==> config.mk <==
export PLATFORM = sky130hd
export DESIGN_NAME = tick_event_counter
export DESIGN_NICKNAME = d
export VERILOG_FILES = /design/src/rtl/tec_pkg.sv /design/src/rtl/tec_pin_edges.sv /design/src/rtl/tec_regs.sv /design/src/rtl/tec_count_core.sv /design/src/rtl/tick_event_counter.sv
export SDC_FILE = /design/constraint.sdc
export NUM_CORES = 1
export LEC_CHECK = 0
export ABC_CLOCK_PERIOD_IN_PS = 2000
export BUFFER_PORTS_ARGS = -buffer_cell sky130_fd_sc_hd__clkbuf_2
export CAP_MARGIN = 20
export CORE_UTILIZATION = 59
export CTS_BUF_LIST = sky130_fd_sc_hd__clkbuf_8
export CTS_CLUSTER_DIAMETER = 150
export DETAILED_ROUTE_END_ITERATION = 12
export GPL_TIMING_DRIVEN = 0
export PLACE_DENSITY = 0.82
export SLEW_MARGIN = 20
export SYNTH_ARGS = -nofsm -noshare
export SYNTH_HDL_FRONTEND = slang
export SYNTH_SLANG_ARGS = --single-unit
==> constraint.sdc <==
create_clock -name clk -period 2 [get_ports clk]
set_clock_uncertainty 0.05 [all_clocks]
set_input_delay 0.3 -clock clk [delete_from_list [all_inputs] [get_ports clk]]
set_output_delay 0.3 -clock clk [all_outputs]
set_load 0.02 [all_outputs]
==> src/rtl/tec_pkg.sv <==
package tec_pkg;
  typedef enum logic [1:0] {
    MODE_OFF   = 2'b00,
    MODE_EVENT = 2'b01,
    MODE_TIMER = 2'b10,
    MODE_WIDTH = 2'b11
  } mode_e;

  typedef struct packed {
    mode_e mode;
    logic  clk_sel;
    logic  run;
    logic  edge_sel;
  } ctrl_t;

  localparam int ADDR_W = 2;
  localparam int DATA_W = 8;
  localparam logic [ADDR_W-1:0] A_CTRL    = 2'd0;
  localparam logic [ADDR_W-1:0] A_PRELOAD = 2'd1;
  localparam logic [ADDR_W-1:0] A_COUNT   = 2'd2;
  localparam logic [ADDR_W-1:0] A_IRQEN   = 2'd3;
endpackage

==> src/rtl/tec_pin_edges.sv <==
module tec_pin_edges #(
  parameter int STAGES = 2
) (
  input  logic clk,
  input  logic rst,
  input  logic pin_i,
  output logic rise_o,
  output logic fall_o
);
  logic [STAGES-1:0] sync_q;
  logic              last_q;
  logic              level;

  always_ff @(posedge clk) begin
    if (rst) begin
      sync_q <= '0;
      last_q <= 1'b0;
    end else begin
      sync_q <= {sync_q[STAGES-2:0], pin_i};
      last_q <= sync_q[STAGES-1];
    end
  end

  assign level  = sync_q[STAGES-1];
  assign rise_o = level & ~last_q;
  assign fall_o = ~level & last_q;

  // one detected edge per cycle at most
  assert_edge_single_R4: assert property (@(posedge clk) disable iff (rst)
    $onehot0({rise_o, fall_o}));
  // an edge pulse lasts one cycle
  assert_rise_pulse_R4: assert property (@(posedge clk) disable iff (rst)
    rise_o |=> !rise_o);
endmodule

==> src/rtl/tec_regs.sv <==
module tec_regs
  import tec_pkg::*;
#(
  parameter int CNT_W = 8
) (
  input  logic              clk,
  input  logic              rst,
  input  logic              wr_i,
  input  logic [ADDR_W-1:0] addr_i,
  input  logic [DATA_W-1:0] wdata_i,
  input  logic              run_clr_i,
  output ctrl_t             ctrl_o,
  output logic [CNT_W-1:0]  preload_o,
  output logic              irq_en_o,
  output logic              load_o
);
  always_ff @(posedge clk) begin
    if (rst) begin
      ctrl_o    <= '0;
      preload_o <= '0;
      irq_en_o  <= 1'b0;
    end else begin
      if (run_clr_i) ctrl_o.run <= 1'b0;
      if (wr_i) begin
        case (addr_i)
          A_CTRL:    ctrl_o    <= ctrl_t'(wdata_i[7:3]);
          A_PRELOAD: preload_o <= wdata_i[CNT_W-1:0];
          A_IRQEN:   irq_en_o  <= wdata_i[0];
          default:   ;
        endcase
      end
    end
  end

  assign load_o = wr_i && (addr_i == A_PRELOAD) && !ctrl_o.run;
endmodule

==> src/rtl/tec_count_core.sv <==
module tec_count_core
  import tec_pkg::*;
#(
  parameter int CNT_W = 8
) (
  input  logic             clk,
  input  logic             rst,
  input  ctrl_t            ctrl_i,
  input  logic             rise_i,
  input  logic             fall_i,
  input  logic             tick_sys4_i,
  input  logic             tick_32k_i,
  input  logic             load_i,
  input  logic [CNT_W-1:0] load_val_i,
  input  logic [CNT_W-1:0] preload_i,
  output logic [CNT_W-1:0] cnt_o,
  output logic             ovf_o,
  output logic             stop_o
);
  localparam logic [CNT_W-1:0] TOP = '1;

  logic tick_sel, start_edge, stop_edge, measuring_q, inc;

  assign tick_sel   = ctrl_i.clk_sel ? tick_32k_i : tick_sys4_i;
  assign start_edge = ctrl_i.edge_sel ? rise_i : fall_i;
  assign stop_edge  = ctrl_i.edge_sel ? fall_i : rise_i;

  always_ff @(posedge clk) begin
    if (rst) measuring_q <= 1'b0;
    else if (!ctrl_i.run || ctrl_i.mode != MODE_WIDTH) measuring_q <= 1'b0;
    else if (stop_edge) measuring_q <= 1'b0;
    else if (start_edge) measuring_q <= 1'b1;
  end

  assign stop_o = ctrl_i.run && (ctrl_i.mode == MODE_WIDTH) && measuring_q && stop_edge;

  always_comb begin
    inc = 1'b0;
    if (ctrl_i.run) begin
      case (ctrl_i.mode)
        MODE_EVENT: inc = ctrl_i.edge_sel ? fall_i : rise_i;
        MODE_TIMER: inc = tick_sel;
        MODE_WIDTH: inc = measuring_q && tick_sel;
        default:    inc = 1'b0;
      endcase
    end
  end

  always_ff @(posedge clk) begin
    if (rst) begin
      cnt_o <= '0;
      ovf_o <= 1'b0;
    end else begin
      ovf_o <= 1'b0;
      if (load_i) cnt_o <= load_val_i;
      else if (inc) begin
        if (cnt_o == TOP) begin
          cnt_o <= preload_i;
          ovf_o <= 1'b1;
        end else begin
          cnt_o <= cnt_o + 1'b1;
        end
      end
    end
  end

  // R6 (and R3): no run or no mode, no load -> count frozen
  assert_hold_idle_R6: assert property (@(posedge clk) disable iff (rst)
    ((!ctrl_i.run || ctrl_i.mode == MODE_OFF) && !load_i) |=> $stable(cnt_o));
  // wrap loads the preload value
  assert_reload_R7: assert property (@(posedge clk) disable iff (rst)
    (inc && !load_i && cnt_o == TOP) |=> (cnt_o == $past(preload_i) && ovf_o));
endmodule

==> src/rtl/tick_event_counter.sv <==
module tick_event_counter
  import tec_pkg::*;
#(
  parameter int CNT_W       = 8,
  parameter int SYNC_STAGES = 2
) (
  input  logic        clk,
  input  logic        rst,
  input  logic        bus_wr,
  input  logic [1:0]  bus_addr,
  input  logic [7:0]  bus_wdata,
  output logic [7:0]  bus_rdata,
  input  logic        event_pin,
  input  logic        tick_sys4,
  input  logic        tick_32k,
  output logic        irq
);
  ctrl_t            ctrl_w;
  logic [CNT_W-1:0] preload_w, cnt_w;
  logic             irq_en_w, load_w, rise_w, fall_w, ovf_w, stop_w;

  tec_pin_edges #(.STAGES(SYNC_STAGES)) edges_i (
    .clk(clk), .rst(rst), .pin_i(event_pin), .rise_o(rise_w), .fall_o(fall_w));

  tec_regs #(.CNT_W(CNT_W)) regs_i (
    .clk(clk), .rst(rst), .wr_i(bus_wr), .addr_i(bus_addr), .wdata_i(bus_wdata),
    .run_clr_i(stop_w), .ctrl_o(ctrl_w), .preload_o(preload_w),
    .irq_en_o(irq_en_w), .load_o(load_w));

  tec_count_core #(.CNT_W(CNT_W)) core_i (
    .clk(clk), .rst(rst), .ctrl_i(ctrl_w), .rise_i(rise_w), .fall_i(fall_w),
    .tick_sys4_i(tick_sys4), .tick_32k_i(tick_32k), .load_i(load_w),
    .load_val_i(bus_wdata[CNT_W-1:0]), .preload_i(preload_w),
    .cnt_o(cnt_w), .ovf_o(ovf_w), .stop_o(stop_w));

  always_ff @(posedge clk) begin
    if (rst) begin
      irq       <= 1'b0;
      bus_rdata <= '0;
    end else begin
      irq <= ovf_w && irq_en_w;
      case (bus_addr)
        A_CTRL:    bus_rdata <= {ctrl_w, 3'b000};
        A_PRELOAD: bus_rdata <= 8'(preload_w);
        A_COUNT:   bus_rdata <= 8'(cnt_w);
        default:   bus_rdata <= {7'd0, irq_en_w};
      endcase
    end
  end

  // control read-back keeps the low bits at zero
  assert_ctrl_low_zero_R2: assert property (@(posedge clk) disable iff (rst)
    (bus_addr == A_CTRL) |=> (bus_rdata[2:0] == 3'b000));
  // interrupt only when enabled
  assert_irq_gated_R8: assert property (@(posedge clk) disable iff (rst)
    irq |-> $past(irq_en_w));
  // interrupt follows an overflow
  assert_irq_after_ovf_R7: assert property (@(posedge clk) disable iff (rst)
    irq |-> $past(ovf_w));
  // stop edge clears run unless software writes control that cycle
  assert_stop_clears_run_R10: assert property (@(posedge clk) disable iff (rst)
    (stop_w && !(bus_wr && bus_addr == A_CTRL)) |=> !ctrl_w.run);
endmodule

==> impl_results.md <==
* Status: complete, but fails checks
* Failing checks: DRC
* Post-Syn Area at 0.001793 sq mm
* Worst EP arrival at 1970 ps
* Fin nets at 249
* Synth Area in Adders at 0.6978%
* Mapped Avg Cell Area at 8.789 sq um
* PD cells at 712.3 mW/mm^2
* Dpl hpwl at 2970 um
* Clk_lat worst skew at 290 ps
* Cells after synthesis at 204
* Reg clk slew, reported paths at 80 ps
* Critical path, cell by cell: ha_2 -> and3_1 -> nand2_1 -> mux2_2 -> a22oi_1 -> a21oi_1
* Vias at 1675
* Largest family of logic cells by synthesized area: simple AND/OR/NAND/NOR gates
* Startpoint Class: register
* Setup tns final at 0 ps
* Dpl ws at 130.3 ps
* Residual DRC at 4
* Non-Filler Cell Area, Final at 0.002036 sq mm
* Multiplexer area fraction after synthesis at 7.676%
* Antenna violations before repair at 0
* Max VDD drop at 0.0005490 V
* Die area at 0.003263 sq mm
* Finished Layout Cells at 264
* # diodes at 0
* CP Buf/Inv Count at 0
* Cts hold-fix bufs at 0
* Number of global-route vias before repair at 1468
* Num CTS Buffers at 5
* Final setup vio count at 0
* First drt pass iteration count at 8
* RSZ-0062 raised after global routing: false
* Post-Syn Nets at 221
* # IOs at 25
* Worst hold-check path type: in2reg
* Worst Path Required at 2110 ps
* WL final at 4277 um
* Distinct cells, synth at 47
* # rows at 19
* Port Buffer Count at 21
* Starting Density at 63.38%
* Tmin final at 1854 ps
* Share of cells above drive strength 1 at 23.18%
* Async SR Flop Fraction at 0%
* Seq/Total Area, Yosys at 40.20%
* # placed instances at 256
* Synth Area in Compound Gates at 17.52%
* Final period util at 92.72%
* Vias/cell at 6.345
* Root buf cell: clkbuf_8
* Max-cap violations at 0
* Clk sinks at 36
* WS Path Type: reg2reg
* Synth Area in Simple Gates at 29.59%
* Pwr Total at 1.450 mW
* Largest stage delay, worst path at 430 ps
* First DRT Iteration DRCs at 130
* Final core occ at 71.96%
* Worst setup EP type: register
* RePlAce Congestion at 0.9095
* P_leak at 0.7709 nW
* CP max stage cell: dfxtp_1
* WHS at 172.6 ps
* Slew HR at 60.59%
* CTS tree: built
* Post-synth EDFFs at 0
* Die Span X at 57.13 um
* Total grt overflow at 0
* Critical path's top delay family: simple AND/OR/NAND/NOR gates
* Die Span Y at 57.13 um
* Tot GR Track Use at 28.15%
* Final setup margin at 145.5 ps
* Area Growth Syn to Fin at 13.54%
* Top FF cell, synth: dfxtp_1
* Largest net degree at the start of global routing at 13
* Crit path max fanout at 7
* Max Clk Rate at 539.2 MHz
* Tightest Pin Transition at 588.5 ps
* Max Slew Vio Count at 0
* H-tree depth at 2
* Register bit total from synthesis at 36
* Post-DRT Antenna Nets at 0
* First-pass GRT wire length at 6872 um
* Final hold viol count at 0
* CORE AREA at 0.002829 sq mm
* WL/cell at 16.20 um
* Syn. warnings at 0
* XOR/XNOR Fraction of Synth Area at 0%
* Longest Clk Path Bufs at 2
* Post-DP Area at 0.001937 sq mm
-- worst register-to-register path, stage by stage (launching register included) --
cell,delay (ps)
dfxtp_1,430
ha_2,290
and3_1,290
nand2_1,150
mux2_2,290
a22oi_1,140
a21oi_1,90
-- cell families after synthesis --
group / count (synthesis)
muxes: 13
AOI/OAI and AO/OA: 40
adders and majority gates: 1
and+or+nand+nor: 100
buffers and inverters: 14
DFF: 36
-- synth_stat cells (all sizes together), types with 2 or more instances --
cell / n / share of area, %
and2b: 2 / 0.91
mux2: 3 / 2.1
buf: 6 / 2.7
mux2i: 10 / 5.6
nor3b: 3 / 1.5
nand4b: 3 / 1.5
a22oi: 4 / 1.7
nor2: 25 / 5.4
nand2: 26 / 6.0
and3: 2 / 0.70
nor2b: 9 / 4.0
o211ai: 3 / 1.3
clkbuf: 6 / 1.3
dfxtp: 36 / 40
inv: 2 / 0.42
a31oi: 5 / 2.6
nor4: 2 / 0.70
nand3: 20 / 5.6
nand4: 2 / 0.70
a211oi: 2 / 1.1
a21oi: 18 / 5.0
-- path summary, 6_finish.rpt --
kind,from,to,slack (ps),cells past startpoint
max,core_i.cnt_o[0],core_i.cnt_o[1],150,6
min reg2reg,edges_i.sync_q[0],edges_i.sync_q[1],410,1
min,event_pin,edges_i.sync_q[0],170,2
max reg2reg,core_i.cnt_o[0],core_i.cnt_o[1],150,6
-- metal layers --
| layer | GRT usage (%) | routed length, um |
|---|---|---|
| met1 | 39.08 | 1759 |
| met2 | 41.85 | 1936 |
| met3 | 7.483 | 511 |
| met4 | 11.15 | 70 |
| met5 | 0 | 0 |
-- cell type report --
cell class	instances	area, sq um
Timing Repair Buffer	21	105.1
Clock inverter	2	13.76
Inverter	2	7.507
Clock buffer	6	82.58
Fill cell	226	793.3
Sequential cell	36	720.7
Tap cell	31	38.79
Multi-Input combinational cell	154	997.2
Buffer	12	70.07
-- sequential cells by signal, indices dropped and copies added, names as in the netlist --
name                flops
bus_rdata               8
edges_i.last_q          1
core_i.ovf_o            1
irq                     1
edges_i.sync_q          2
regs_i.ctrl_o           5
core_i.measuring_q      1
regs_i.preload_o        8
core_i.cnt_o            8
regs_i.irq_en_o         1
-- where the power goes --
part	switching (mW)	total (mW)	leakage (nW)	internal (mW)
clock network	0.272	0.553	0.0516	0.281
logic	0.0843	0.140	0.427	0.0562
registers	0.0195	0.756	0.292	0.737
-- timing repair --
item | in CTS | in global routing
endpoints found under the setup margin | 0 | 1
gates resized for setup | 0 | 1
setup buffers | 0 | 0
-- placed cells by master (no fill, tap or decap), types with 3 or more instances in the layout --
cell type  instances
a21oi_1           18
mux2i_1           10
nand2_1           24
clkbuf_2          21
nand3_1           20
clkbuf_1           6
o211ai_1           3
dfxtp_1           36
nand4b_1           3
nor2_1            24
a22oi_1            4
nor2b_1            7
a31oi_1            4
clkbuf_8           6
Power figures use the tool's default switching activity.
